`src/rtl/rate_pkg.sv`:
```
package rate_pkg;

    // Operating mode of the output stage.
    typedef enum logic [1:0] {
        MODE_OFF  = 2'd0,
        MODE_DIV  = 2'd1,
        MODE_FULL = 2'd2
    } wave_mode_e;

    // Lowest code that selects a divider tap directly.
    localparam int unsigned RATE_FIRST = 3;
    // Codes 1 and 2 are shifted up onto codes 8 and 9.
    localparam int unsigned ALIAS_SHIFT = 7;

    // Maps a raw rate code onto the code whose tap it uses.
    function automatic int unsigned eff_rate(input int unsigned code);
        if (code != 0 && code < RATE_FIRST) begin
            return code + ALIAS_SHIFT;
        end
        return code;
    endfunction

endpackage

```
`src/rtl/rate_prescaler.sv`:
```
module rate_prescaler #(
    parameter int CNT_W = 16
) (
    input  logic             clk,
    input  logic             rst_n,
    input  logic             half_stb,
    output logic [CNT_W-1:0] rise_v,
    output logic [CNT_W-1:0] fall_v
);

    logic [CNT_W-1:0] cnt_q;
    logic [CNT_W-1:0] cnt_nx;

    assign cnt_nx = cnt_q + CNT_W'(1);

    // Free-running divider, advanced once per strobe.
    always_ff @(posedge clk or negedge rst_n) begin
        if (!rst_n) begin
            cnt_q <= '0;
        end else if (half_stb) begin
            cnt_q <= cnt_nx;
        end
    end

    // Per-bit edge flags for the increment about to happen.
    assign rise_v = half_stb ? (~cnt_q &  cnt_nx) : '0;
    assign fall_v = half_stb ? ( cnt_q & ~cnt_nx) : '0;

endmodule

```
`src/rtl/rate_tap_decode.sv`:
```
module rate_tap_decode #(
    parameter int CODE_W = 4,
    parameter int CNT_W  = 16
) (
    input  logic [CODE_W-1:0] rate_code,
    output logic [CNT_W-1:0]  tap_oh,
    output logic              code_off
);
    import rate_pkg::*;

    int unsigned eff;

    always_comb begin
        eff = eff_rate(32'(rate_code));
    end

    // 1-of-N decode: effective code k selects divider bit k-1.
    for (genvar g = 0; g < CNT_W; g++) begin : g_tap
        assign tap_oh[g] = (eff >= RATE_FIRST) && (eff == 32'(g + 1));
    end

    assign code_off = (rate_code == '0);

endmodule

```
`src/rtl/rate_wave_fsm.sv`:
```
module rate_wave_fsm (
    input  logic clk,
    input  logic rst_n,
    input  logic code_off,
    input  logic full_ovr,
    input  logic sqw_en,
    input  logic sel_rise,
    input  logic sel_fall,
    input  logic base_rise,
    input  logic base_fall,
    output logic sqw_out,
    output logic per_pulse
);
    import rate_pkg::*;

    wave_mode_e mode_q;
    wave_mode_e mode_d;

    // Next-mode selection.
    always_comb begin
        mode_d = mode_q;
        unique case (mode_q)
            MODE_OFF: begin
                if (full_ovr) begin
                    mode_d = MODE_FULL;
                end else if (!code_off) begin
                    mode_d = MODE_DIV;
                end
            end
            MODE_DIV: begin
                if (full_ovr) begin
                    mode_d = MODE_FULL;
                end else if (code_off) begin
                    mode_d = MODE_OFF;
                end
            end
            MODE_FULL: begin
                if (!full_ovr) begin
                    mode_d = code_off ? MODE_OFF : MODE_DIV;
                end
            end
            default: mode_d = MODE_OFF;
        endcase
    end

    // Mode register.
    always_ff @(posedge clk or negedge rst_n) begin
        if (!rst_n) begin
            mode_q <= MODE_OFF;
        end else begin
            mode_q <= mode_d;
        end
    end

    // Output register: the pin moves only on tap edges, so no short runs.
    always_ff @(posedge clk or negedge rst_n) begin
        if (!rst_n) begin
            sqw_out   <= 1'b0;
            per_pulse <= 1'b0;
        end else begin
            per_pulse <= 1'b0;
            unique case (mode_q)
                MODE_OFF: begin
                    sqw_out <= 1'b0;
                end
                MODE_DIV: begin
                    per_pulse <= sel_rise;
                    if (!sqw_en) begin
                        sqw_out <= 1'b0;
                    end else if (sel_rise) begin
                        sqw_out <= 1'b1;
                    end else if (sel_fall) begin
                        sqw_out <= 1'b0;
                    end
                end
                MODE_FULL: begin
                    if (base_rise) begin
                        sqw_out <= 1'b1;
                    end else if (base_fall) begin
                        sqw_out <= 1'b0;
                    end
                end
                default: begin
                    sqw_out <= 1'b0;
                end
            endcase
        end
    end

endmodule

```
`src/rtl/rate_wave_gen.sv`:
```
module rate_wave_gen #(
    parameter int CODE_W = 4
) (
    input  logic              clk,
    input  logic              rst_n,
    input  logic              half_stb,
    input  logic [CODE_W-1:0] rate_code,
    input  logic              sqw_en,
    input  logic              full_ovr,
    output logic              sqw_out,
    output logic              per_pulse
);

    localparam int CNT_W = 1 << CODE_W;

    logic [CNT_W-1:0] rise_v;
    logic [CNT_W-1:0] fall_v;
    logic [CNT_W-1:0] tap_oh;
    logic             code_off;
    logic             sel_rise;
    logic             sel_fall;

    rate_prescaler #(.CNT_W(CNT_W)) u_div (
        .clk      (clk),
        .rst_n    (rst_n),
        .half_stb (half_stb),
        .rise_v   (rise_v),
        .fall_v   (fall_v)
    );

    rate_tap_decode #(.CODE_W(CODE_W), .CNT_W(CNT_W)) u_dec (
        .rate_code (rate_code),
        .tap_oh    (tap_oh),
        .code_off  (code_off)
    );

    assign sel_rise = |(rise_v & tap_oh);
    assign sel_fall = |(fall_v & tap_oh);

    rate_wave_fsm u_fsm (
        .clk       (clk),
        .rst_n     (rst_n),
        .code_off  (code_off),
        .full_ovr  (full_ovr),
        .sqw_en    (sqw_en),
        .sel_rise  (sel_rise),
        .sel_fall  (sel_fall),
        .base_rise (rise_v[0]),
        .base_fall (fall_v[0]),
        .sqw_out   (sqw_out),
        .per_pulse (per_pulse)
    );

endmodule

```
`config.mk`:
```
export PLATFORM = sky130hd
export DESIGN_NAME = rate_wave_gen
export DESIGN_NICKNAME = d
export VERILOG_FILES = /design/src/rtl/rate_pkg.sv /design/src/rtl/rate_prescaler.sv /design/src/rtl/rate_tap_decode.sv /design/src/rtl/rate_wave_fsm.sv /design/src/rtl/rate_wave_gen.sv
export SDC_FILE = /design/constraint.sdc
export NUM_CORES = 1
export LEC_CHECK = 0
export ABC_AREA = 1
export BUFFER_PORTS_ARGS = -buffer_cell sky130_fd_sc_hd__buf_4
export CAP_MARGIN = 15
export CORE_ASPECT_RATIO = 0.75
export CORE_UTILIZATION = 67
export CTS_CLUSTER_DIAMETER = 80
export DETAILED_ROUTE_END_ITERATION = 8
export PLACE_DENSITY_LB_ADDON = 0.15
export SLEW_MARGIN = 15
export SYNTH_ARGS = -nofsm -noshare
export SYNTH_HDL_FRONTEND = slang
export SYNTH_HIERARCHICAL = 1
export SYNTH_SLANG_ARGS = --single-unit
```
`constraint.sdc`:
```
create_clock -name clk -period 4.2 [get_ports clk]
set_input_delay 0.42 -clock clk [delete_from_list [all_inputs] [get_ports clk]]
set_output_delay 0.42 -clock clk [all_outputs]
set_load 0.01 [all_outputs]
```
Word-level counts from Yosys, hierarchy flattened
Cells that the tools add are included.

Flip-flop bits (word level): 20. Logic and storage cells: 80.

Add/sub/neg operators: 2. Order comparisons: 2. Equality and inequality tests: 23. Multiplexer cells: 19. Bitwise gates (word level): 6. Reduce and logical (&&, ||, !) cells: 24.

Operator list (number): $eq A32 B4 Y1 const B (8); $eq A32 B3 Y1 const B (4); $and A16 B16 Y16 (4); $eq A32 B2 Y1 const B (2); $mux W32 (2); $eq A32 B1 Y1 const B (1); $eq A32 B5 Y1 const B (1); $ge A32 B2 Y1 const B (1); $mux W16 (2); $not A16 Y16 (2); $reduce_or A16 Y1 (2); $logic_and A1 B1 Y1 (17); $add A16 B1 Y16 const B (1); $mux W2 (5); $mux W1 (8); $ne A3 B3 Y1 const B (2); $pmux W2 S3 (1); $add A4 B3 Y5 const B (1); $logic_not A4 Y1 (1); $lt A4 B2 Y1 const B (1); $ne A4 B3 Y1 const B (1); $reduce_bool A4 Y1 (1); $ne A3 B2 Y1 const B (1); $reduce_and A3 Y1 (1); other kinds (6) (6).

Depth between registers and ports, before layout
Gate-level depths: netlist (run 1).

Depth in word-level cells: 12. Depth in mapped cells: 19. Mapped depth without buffers: 19.

Modules after synthesis
The synthesis (run 1) kept the hierarchy.

Modules (own cells, without submodules): rate_prescaler (times used 1, cells each 206, area each 1456.4 µm², sequential area each 400.4 µm²); rate_wave_fsm (times used 1, cells each 47, area each 321.6 µm², sequential area each 100.1 µm²); rate_tap_decode (times used 1, cells each 54, area each 287.8 µm², sequential area each 0.0 µm²); rate_wave_gen (times used 1, cells each 70, area each 267.8 µm², sequential area each 0.0 µm²).

Worst setup path after synthesis (run 1)
OpenSTA, ideal clock, no wires.

Path type: in2reg. Start point: in rate_code[0]. End point: reg u_fsm.sqw_out. Library setup time: 126 ps. Data arrival time: 1885 ps. Setup slack: 2189 ps. Stages on the path: 18. Path through: inv_1 -> ha_1 -> nor2_4 -> nand2_1 -> nand2_1 -> nand2_1 -> nand2_1 -> nor2_1 -> nand2_1 -> nand2_1 -> inv_1 -> nand2_1 -> nor2_1 -> nand2_1 -> nor2_1 -> nand2_1 -> nand2_1 -> o21ai_0.

Longest elaborated chain between the ends: 11. Elaborated cells between the ends (all ways): 49.

RTL lines: start, declared (line rate_wave_gen.sv:7) `input logic [CODE_W-1:0] rate_code,`; $lt A4 B2 Y1 or $reduce_bool A4 Y1 (tied branches) (line rate_pkg.sv:17) `if (code != 0 && code < RATE_FIRST) begin`; $logic_and A1 B1 Y1 (line rate_pkg.sv:17); $mux W32 or $mux W1 (tied branches) (line rate_pkg.sv:17); $mux W32 (*) (line rate_pkg.sv:20) `return code;`; $ge A32 B2 Y1 or $eq A32 B4 Y1 (tied branches) (line rate_tap_decode.sv:19) `assign tap_oh[g] = (eff >= RATE_FIRST) && (eff == 32'(g + 1));`; $logic_and A1 B1 Y1 (*) (line rate_tap_decode.sv:19); via tap_oh[7] (line rate_wave_gen.sv:18) `logic [CNT_W-1:0] tap_oh;`; $and A16 B16 Y16 (*) (line rate_wave_gen.sv:37) `assign sel_rise = |(rise_v & tap_oh);`; $reduce_or A16 Y1 (*) (line rate_wave_gen.sv:37); via sel_rise (line rate_wave_gen.sv:20) `logic sel_rise;`; $mux W1 (line rate_wave_fsm.sv:70) `end else if (sel_rise) begin`; $mux W1 (line rate_wave_fsm.sv:68) `if (!sqw_en) begin`; $pmux W1 S2 (line rate_wave_fsm.sv:62) `unique case (mode_q)`; end signal, assigned (line rate_wave_fsm.sv:64) `sqw_out <= 1'b0;`; end signal, assigned (line rate_wave_fsm.sv:69) `sqw_out <= 1'b0;`; end signal, assigned (line rate_wave_fsm.sv:71) `sqw_out <= 1'b1;`; end, declared (line rate_wave_fsm.sv:11) `output logic sqw_out,`.

Mark *: on every way through the listed nets, which the timed path passes. The rest lies on a longest branch. A chain may end at the register's enable or synchronous reset.

Worst setup path in the final report (run 1)
Start point: reg u_div.cnt_q[0]. End point: reg u_fsm.sqw_out.

Longest elaborated chain between the ends: 8. Elaborated cells between the ends (all ways): 18.

RTL lines: start, declared (line rate_prescaler.sv:11) `logic [CNT_W-1:0] cnt_q;`; start signal, assigned (line rate_prescaler.sv:21) `cnt_q <= cnt_nx;`; $add A16 B1 Y16 (*) (line rate_prescaler.sv:14) `assign cnt_nx = cnt_q + CNT_W'(1);`; $and A16 B16 Y16 (*) (line rate_prescaler.sv:26) `assign rise_v = half_stb ? (~cnt_q & cnt_nx) : '0;`; $mux W16 (*) (line rate_prescaler.sv:26); via rise_v[14] (line rate_wave_gen.sv:16) `logic [CNT_W-1:0] rise_v;`; $and A16 B16 Y16 (*) (line rate_wave_gen.sv:37); $reduce_or A16 Y1 (*) (line rate_wave_gen.sv:37); via sel_rise (line rate_wave_gen.sv:20); $mux W1 (line rate_wave_fsm.sv:70); $mux W1 (line rate_wave_fsm.sv:68); $pmux W1 S2 (line rate_wave_fsm.sv:62).

Marked as above.

==> results of run 1 <==
-- worst paths after layout --
kind                            depth (start not counted)      startpoint         endpoint
worst max-delay path                                   18  u_div/cnt_q[0]    u_fsm/sqw_out
worst max register to register                         18  u_div/cnt_q[0]    u_fsm/sqw_out
worst min-delay path                                    1           rst_n  u_div/cnt_q[11]
worst min register to register                          2   u_fsm/sqw_out    u_fsm/sqw_out
max in group asynchronous                               1           rst_n   u_div/cnt_q[5]
min in group clk                                        2   u_fsm/sqw_out    u_fsm/sqw_out
-- through the flow --
stage	total power, mW	area [um2]	setup slack [ps]	cells
2_1_floorplan	0.5213	2333	2189	377
3_3_place_gp	0.5884	2409	1848	419
3_5_place_dp	0.5953	2409	1770	419
4_1_cts	0.7993	2480	1822	423
5_1_grt	0.8631	2480	1549	423
6_report	0.7953	2480	1834	423
-- registers in the layout (all words and copies together) (netlist names) --
name / count
u_div/cnt_q: 16
u_fsm/mode_q: 2
u_fsm/per_pulse: 1
u_fsm/sqw_out: 1
-- synthesized netlist by cell type (all sizes together) --
cell type and number:
buf 8, a21oi 1, o21ai 16, nand4 3, nor3 1, nand2 155, inv 79, ha 38
nor3b 1, conb 1, xor2 1, nand3 10, nor2 42, dfrtp 20, nand3b 1
-- critical path, stage by stage, from the launching register on --
cell	delay, ps
dfrtp_1	460
ha_1	260
nand2_1	80
nor2_2	170
nand2_1	130
nor2_1	210
ha_1	190
nand2_1	50
inv_1	60
nand2_1	40
nand2_1	60
inv_1	30
nand2_1	60
nor2_1	60
nand2_1	100
nand3_1	90
nand2_1	70
nand2_1	40
o21ai_0	130
-- metal layers --
layer  vias to the layer above  track usage  routed length, um
met2                        27       0.4343               1984
met1                       914       0.3707               2376
met4                         0      0.07667                 57
met5                         -            0                  0
met3                         7      0.04190                162
li1                       1119            -                  -
-- cell type report --
cell class | count | area, um2
well taps | 40 | 50.05
repair buffers | 10 | 75.07
inverters | 79 | 296.5
clock inverters | 1 | 30.03
clock buffers | 3 | 41.29
flip-flops and latches | 20 | 500.5
fillers | 282 | 830.8
multi-input cells | 270 | 1486
-- power by group --
part / switching [mW] / leakage [nW] / internal (mW)
Sequential: 0.0709 / 0.261 / 0.244
Clock: 0.0708 / 0.0357 / 0.127
Combinational: 0.173 / 1.30 / 0.109
-- logic make-up after synthesis --
group | count (synthesis) | share of synthesized area
and+or+nand+nor | 213 | 0.3914
DFF | 20 | 0.2145
AOI/OAI and AO/OA | 17 | 0.03646
other | 1 | 0.001607
xor gates and xnor gates | 1 | 0.003754
adders and majority gates | 38 | 0.2038
buffers and inverters | 87 | 0.1485
==> summary.md, run 1 <==
| Metric | Value |
|---|---|
| Starting Density | `0.7048` |
| Startpoint types | `flop` |
| Final setup vio count | `0` |
| CTS Buf Count | `3` |
| Commonest non-fill, non-tap cells in the layout | `145 x nand2_1, 76 x inv_1, 38 x ha_1` |
| Global-route wire length before repair | `7679 um` |
| CTS hold repair buffers | `0` |
| Wire per inst | `10.83 um` |
| Via/cell ratio | `4.887` |
| Unrepaired setup endpoints after global routing | `no` |
| Top area cells in the synthesized netlist | `nand2_1 23%, dfrtp_1 21%, ha_1 20%` |
| Maximum operating frequency | `422.6 MHz` |
| HP Class | `primary input to asynchronous set/reset pin` |
| P&R area growth vs syn | `6.274%` |
| Share of cells above drive strength 1 | `0.09922` |
| Sum of negative setup slack | `0 ps` |
| Worst skew pair latency | `270 ps` |
| Total clock sinks | `20` |
| Number of synthesized register bits | `20` |
| Register area share after synthesis | `0.2145` |
| Die Ht | `53.11 um` |
| Die area | `0.003725 mm2` |
| WHS | `17.49 ps` |
| Setup CP Type | `flop to flop` |
| Dpl hpwl | `3616 um` |
| I/O Pins | `11` |
| Clk slew on worst S/H paths | `80 ps` |
| Max-cap violations | `0` |
| Cell Rows | `18` |
| N_diodes | `0` |
| Longest Clk Path Bufs | `2` |
| Largest net degree at the start of global routing | `34` |
| Vias in the first global route | `1765` |
| TritonRoute pass-1 iters | `4` |
| Leakage | `1.597 nW` |
| Synth Warn # | `6` |
| CTS tree | `yes` |
| CTS root buffer | `clkbuf_8` |
| Critical path required time | `4390 ps` |
| Final period util | `0.5634` |
| Starting DRT DRC Count | `107` |
| Final #Nets | `431` |
| Post-synthesis cell count | `377` |
| Wirelength, routed | `4580 um` |
| DRC | `0` |
| Total grt overflow | `0` |
| Status | `finished, final reports clean` |
| Max rail drop VDD | `0.0003695 V` |
| Reg-to-reg slack, setup | `1830 ps` |
| Postcts setup bufs | `0` |
| Synth top area share | `0.2332` |
| Initial antenna violation count | `0` |
| I/O Buffers | `10` |
| Power Density | `320.7 mW/mm2` |
| CTS H-tree depth | `1` |
| Gpl congestion | `0.8627` |
| Post-Syn Nets | `424` |
| GR Util All Layers | `0.2671` |
| Core area | `0.003311 mm2` |
| Clock skew | `4.734 ps` |
| Cell taking the most area after synthesis | `nand2_1` |
| Commonest non-fill, non-tap cell in the layout | `nand2_1` |
| Resize count post-CTS | `0` |
| Crit. End Element | `flop` |
| Die W | `70.15 um` |
| Post-route minimum period | `2366 ps` |
| Fin util | `0.7491` |
| Max-slew violations | `0` |
| Final Hold Viols | `0` |
| Number of library cell types mapped by synthesis | `23` |
| Data arrival, critical path | `2560 ps` |
| Post-synthesis area per instance | `6.190 um2` |
| Critical path peak fanout | `6` |
| Antenna-violating nets left | `0` |
| Vias | `2067` |
| Synthesized cell area | `0.002333 mm2` |
(Power assumes the default switching activity.)
==> inputs of run 2 (changes only) <==
--- a/config.mk
+++ b/config.mk
@@ -5,11 +5,11 @@
 export SDC_FILE = /design/constraint.sdc
 export NUM_CORES = 1
 export LEC_CHECK = 0
-export ABC_AREA = 1
+export ABC_AREA = 0
 export BUFFER_PORTS_ARGS = -buffer_cell sky130_fd_sc_hd__buf_4
 export CAP_MARGIN = 15
 export CORE_ASPECT_RATIO = 0.75
-export CORE_UTILIZATION = 67
+export CORE_UTILIZATION = 62
 export CTS_CLUSTER_DIAMETER = 80
 export DETAILED_ROUTE_END_ITERATION = 8
 export PLACE_DENSITY_LB_ADDON = 0.15
==> constraint.sdc (replaced) <==
create_clock -name clk -period 2.4 [get_ports clk]
set_input_delay 0.24 -clock clk [delete_from_list [all_inputs] [get_ports clk]]
set_output_delay 0.24 -clock clk [all_outputs]
set_load 0.01 [all_outputs]
==> summary.md, run 2 <==
| Metric | Value |
|---|---|
| Wirelength, routed | `5290 um` |
| Commonest cells in the synthesized netlist | `38 x ha_1, 35 x and2_1, 25 x nor2_1` |
| Synthesized cell area | `0.002115 mm2` |
| Final period util | `1.050` |
| Total grt overflow | `0` |
| Power Density | `801.3 mW/mm2` |
| CTS Buf Count | `3` |
| Net Sw Frac | `0.4443` |
| Setup CP Type | `flop to flop` |
| Cell Rows | `17` |
| Final setup vio count | `1` |
| Synth Flop Type | `dfrtp_1` |
| DP Area | `0.002342 mm2` |
| Number of synthesized register bits | `20` |
| P&R area growth vs syn | `21.72%` |
| Register area share after synthesis | `0.2367` |
| Post-synthesis area per instance | `8.811 um2` |
| Critical path peak fanout | `6` |
| Failing checks | `negative setup slack` |
| Startpoint types | `flop` |
| Biggest register | `u_div/cnt_q` |
| Vias | `1834` |
| Clock skew | `4.832 ps` |
| Number of fill cells | `174` |
| Vias in the first global route | `1816` |
| GR Util All Layers | `0.2957` |
| Final Hold Viols | `0` |
| Clock power share | `0.166` |
| N_diodes | `0` |
| Crit. End Element | `flop` |
| Post-synthesis cell count | `240` |
| Number of library cell types mapped by synthesis | `44` |
| Starting Density | `0.6856` |
| FFs w/ async S/R, synth | `1.000` |
| Global-route wire length before repair | `8273 um` |
| Critical path required time | `2550 ps` |
| Post-route minimum period | `2519 ps` |
| Leakage | `1.284 nW` |
| I/O Pins | `11` |
| Unrepaired setup endpoints after global routing | `yes` |
| TritonRoute pass-1 iters | `4` |
| Antenna-violating nets left | `0` |
| Post-synth EDFFs | `0` |
| Sw Pwr | `0.9162 mW` |
| HP Class | `primary input to flop` |
| Synth top area share | `0.2367` |
| Maximum operating frequency | `396.9 MHz` |
| Flop pwr share | `0.312` |
| Max-cap violations | `0` |
| Die area | `0.003651 mm2` |
| Core area | `0.003084 mm2` |
| Worst Setup SP | `u_div/cnt_q[2]` |
| Max reg flops | `16` |
| Gpl congestion | `0.9036` |
| Commonest non-fill, non-tap cell in the layout | `ha_1` |
| Synth Warn # | `6` |
| Max-slew violations | `0` |
| Commonest non-fill, non-tap cells in the layout | `35 x ha_1, 33 x and2_1, 31 x buf_4` |
| Final #Nets | `317` |
| Post-Syn Nets | `287` |
| CTS tree | `yes` |
| Largest net degree at the start of global routing | `57` |
| Top Registers | `u_div/cnt_q: 16 flops, u_fsm/mode_q: 2 flops` |
| Initial antenna violation count | `0` |
| R2R Path Start | `u_div/cnt_q[2]` |
| Starting DRT DRC Count | `107` |
| Via/cell ratio | `5.974` |
| Cell taking the most area after synthesis | `dfrtp_1` |
| Final worst slack | `-119.2 ps` |
| Share of cells above drive strength 1 | `0.2602` |
| Die Ht | `52.58 um` |
| Wire per inst | `17.23 um` |
| Total clock sinks | `20` |
| Longest Clk Path Bufs | `2` |
| CTS root buffer | `clkbuf_8` |
| Data arrival, critical path | `2670 ps` |
| Die W | `69.44 um` |
| Clk slew on worst S/H paths | `80 ps` |
| Worst skew pair latency | `260 ps` |
| Dpl hpwl | `3613 um` |
| CTS H-tree depth | `1` |
| Status | `complete, but fails checks` |
| Sum of negative setup slack | `-119.2 ps` |
| DRC | `0` |
| Internal power | `1.146 mW` |
| Comb power frac | `0.522` |
| Hold Path Origin | `full_ovr` |
| Max rail drop VDD | `0.0006587 V` |
| Top-count cell post-synth | `ha_1` |
| I/O Buffers | `10` |
| Top area cells in the synthesized netlist | `dfrtp_1 24%, ha_1 22%, and2_1 10%` |
| Design area | `0.002574 mm2` |
[run 2: changes by cell type in the layout (fill, tap and decap cells not counted), sizes merged, moves of 5 or more]
cell and change:
and2 +37, a21oi +7, nor3 +5, nor4 +7
inv -58, a22o +8, nor2b +5, a221oi +8
o21ai -14, nor2 -17, mux2i +8, buf +21
nand2 -150
[run 2: worst max-delay path: stages (launching register included)]
cell	delay, ps
dfrtp_1	540
nand4_4	210
nor3_1	360
ha_1	220
and2_1	120
a22o_1	130
a221oi_2	40
nand4_1	160
nor2_1	70
a32oi_1	210
mux2_1	350
[run 2: metrics by stage]
step | hold WS [ps] | worst slack, ps | cells | utilization | power (mW)
floorplan | -55.59 | 8.369 | 240 | - | 1.211
global route | 260.8 | -250.8 | 307 | 0.8345 | 2.207
finish | 233.7 | -119.2 | 307 | 0.8345 | 2.062
detailed placement | 134.2 | -330.0 | 299 | 0.7594 | 1.528
global placement | 133.6 | -170.4 | 299 | 0.7594 | 1.466
CTS | 239.8 | -22.28 | 304 | 0.8158 | 1.978
[run 2: area by class of cell]
type,instances,area [um2],share of cell area
clock buffer,3,41.29,0.01604
clock inverter,1,30.03,0.01167
inverter,21,81.33,0.03160
multi-input combinational,192,1630,0.6334
sequential,20,500.5,0.1945
tap,38,47.55,0.01847
timing repair buffer,32,242.7,0.09431
[run 2: final timing paths]
kind,cells after the start,slack (ps),end
worst max register to register,10,-120,u_fsm/sqw_out
worst min register to register,1,530,u_fsm/sqw_out
max in group asynchronous,2,1800,u_div/cnt_q[1]
worst min-delay path,2,230,u_fsm/mode_q[0]
min in group asynchronous,2,390,u_div/cnt_q[4]
worst max-delay path,10,-120,u_fsm/sqw_out
[run 2: power by group through the flow]
stage | Sequential, mW | Clock, mW | Combinational, mW
after CTS | 0.633 | 0.350 | 0.996
after floorplan | 0.618 | 0 | 0.594
after detailed placement | 0.620 | 0 | 0.907
after global placement | 0.613 | 0 | 0.853
after global routing | 0.662 | 0.360 | 1.18
final | 0.644 | 0.342 | 1.08
[run 2: kinds of logic after synthesis]
kind of cell | share of synthesized area
AOI/OAI and AO/OA | 0.1249
xor gates and xnor gates | 0.004143
adders and majority gates | 0.2249
buffers and inverters | 0.05503
DFF | 0.2367
muxes | 0.06095
other | 0.001773
and+or+nand+nor | 0.2917
[run 2: what timing repair did]
action                                 4_1_cts  5_1_grt
setup buffers                                0        3
hold buffers                                 1        0
gates resized for setup                     18        9
endpoints found under the hold margin       20        0
pin swaps                                    6        8
setup endpoints to repair                    1        1
[run 2: metal layers]
layer,wire (um),global-route usage,up-vias
li1,-,-,903
met1,2308,0.3689,831
met2,2505,0.4935,77
met3,291,0.06346,23
met4,185,0.1463,0
met5,0,0,-
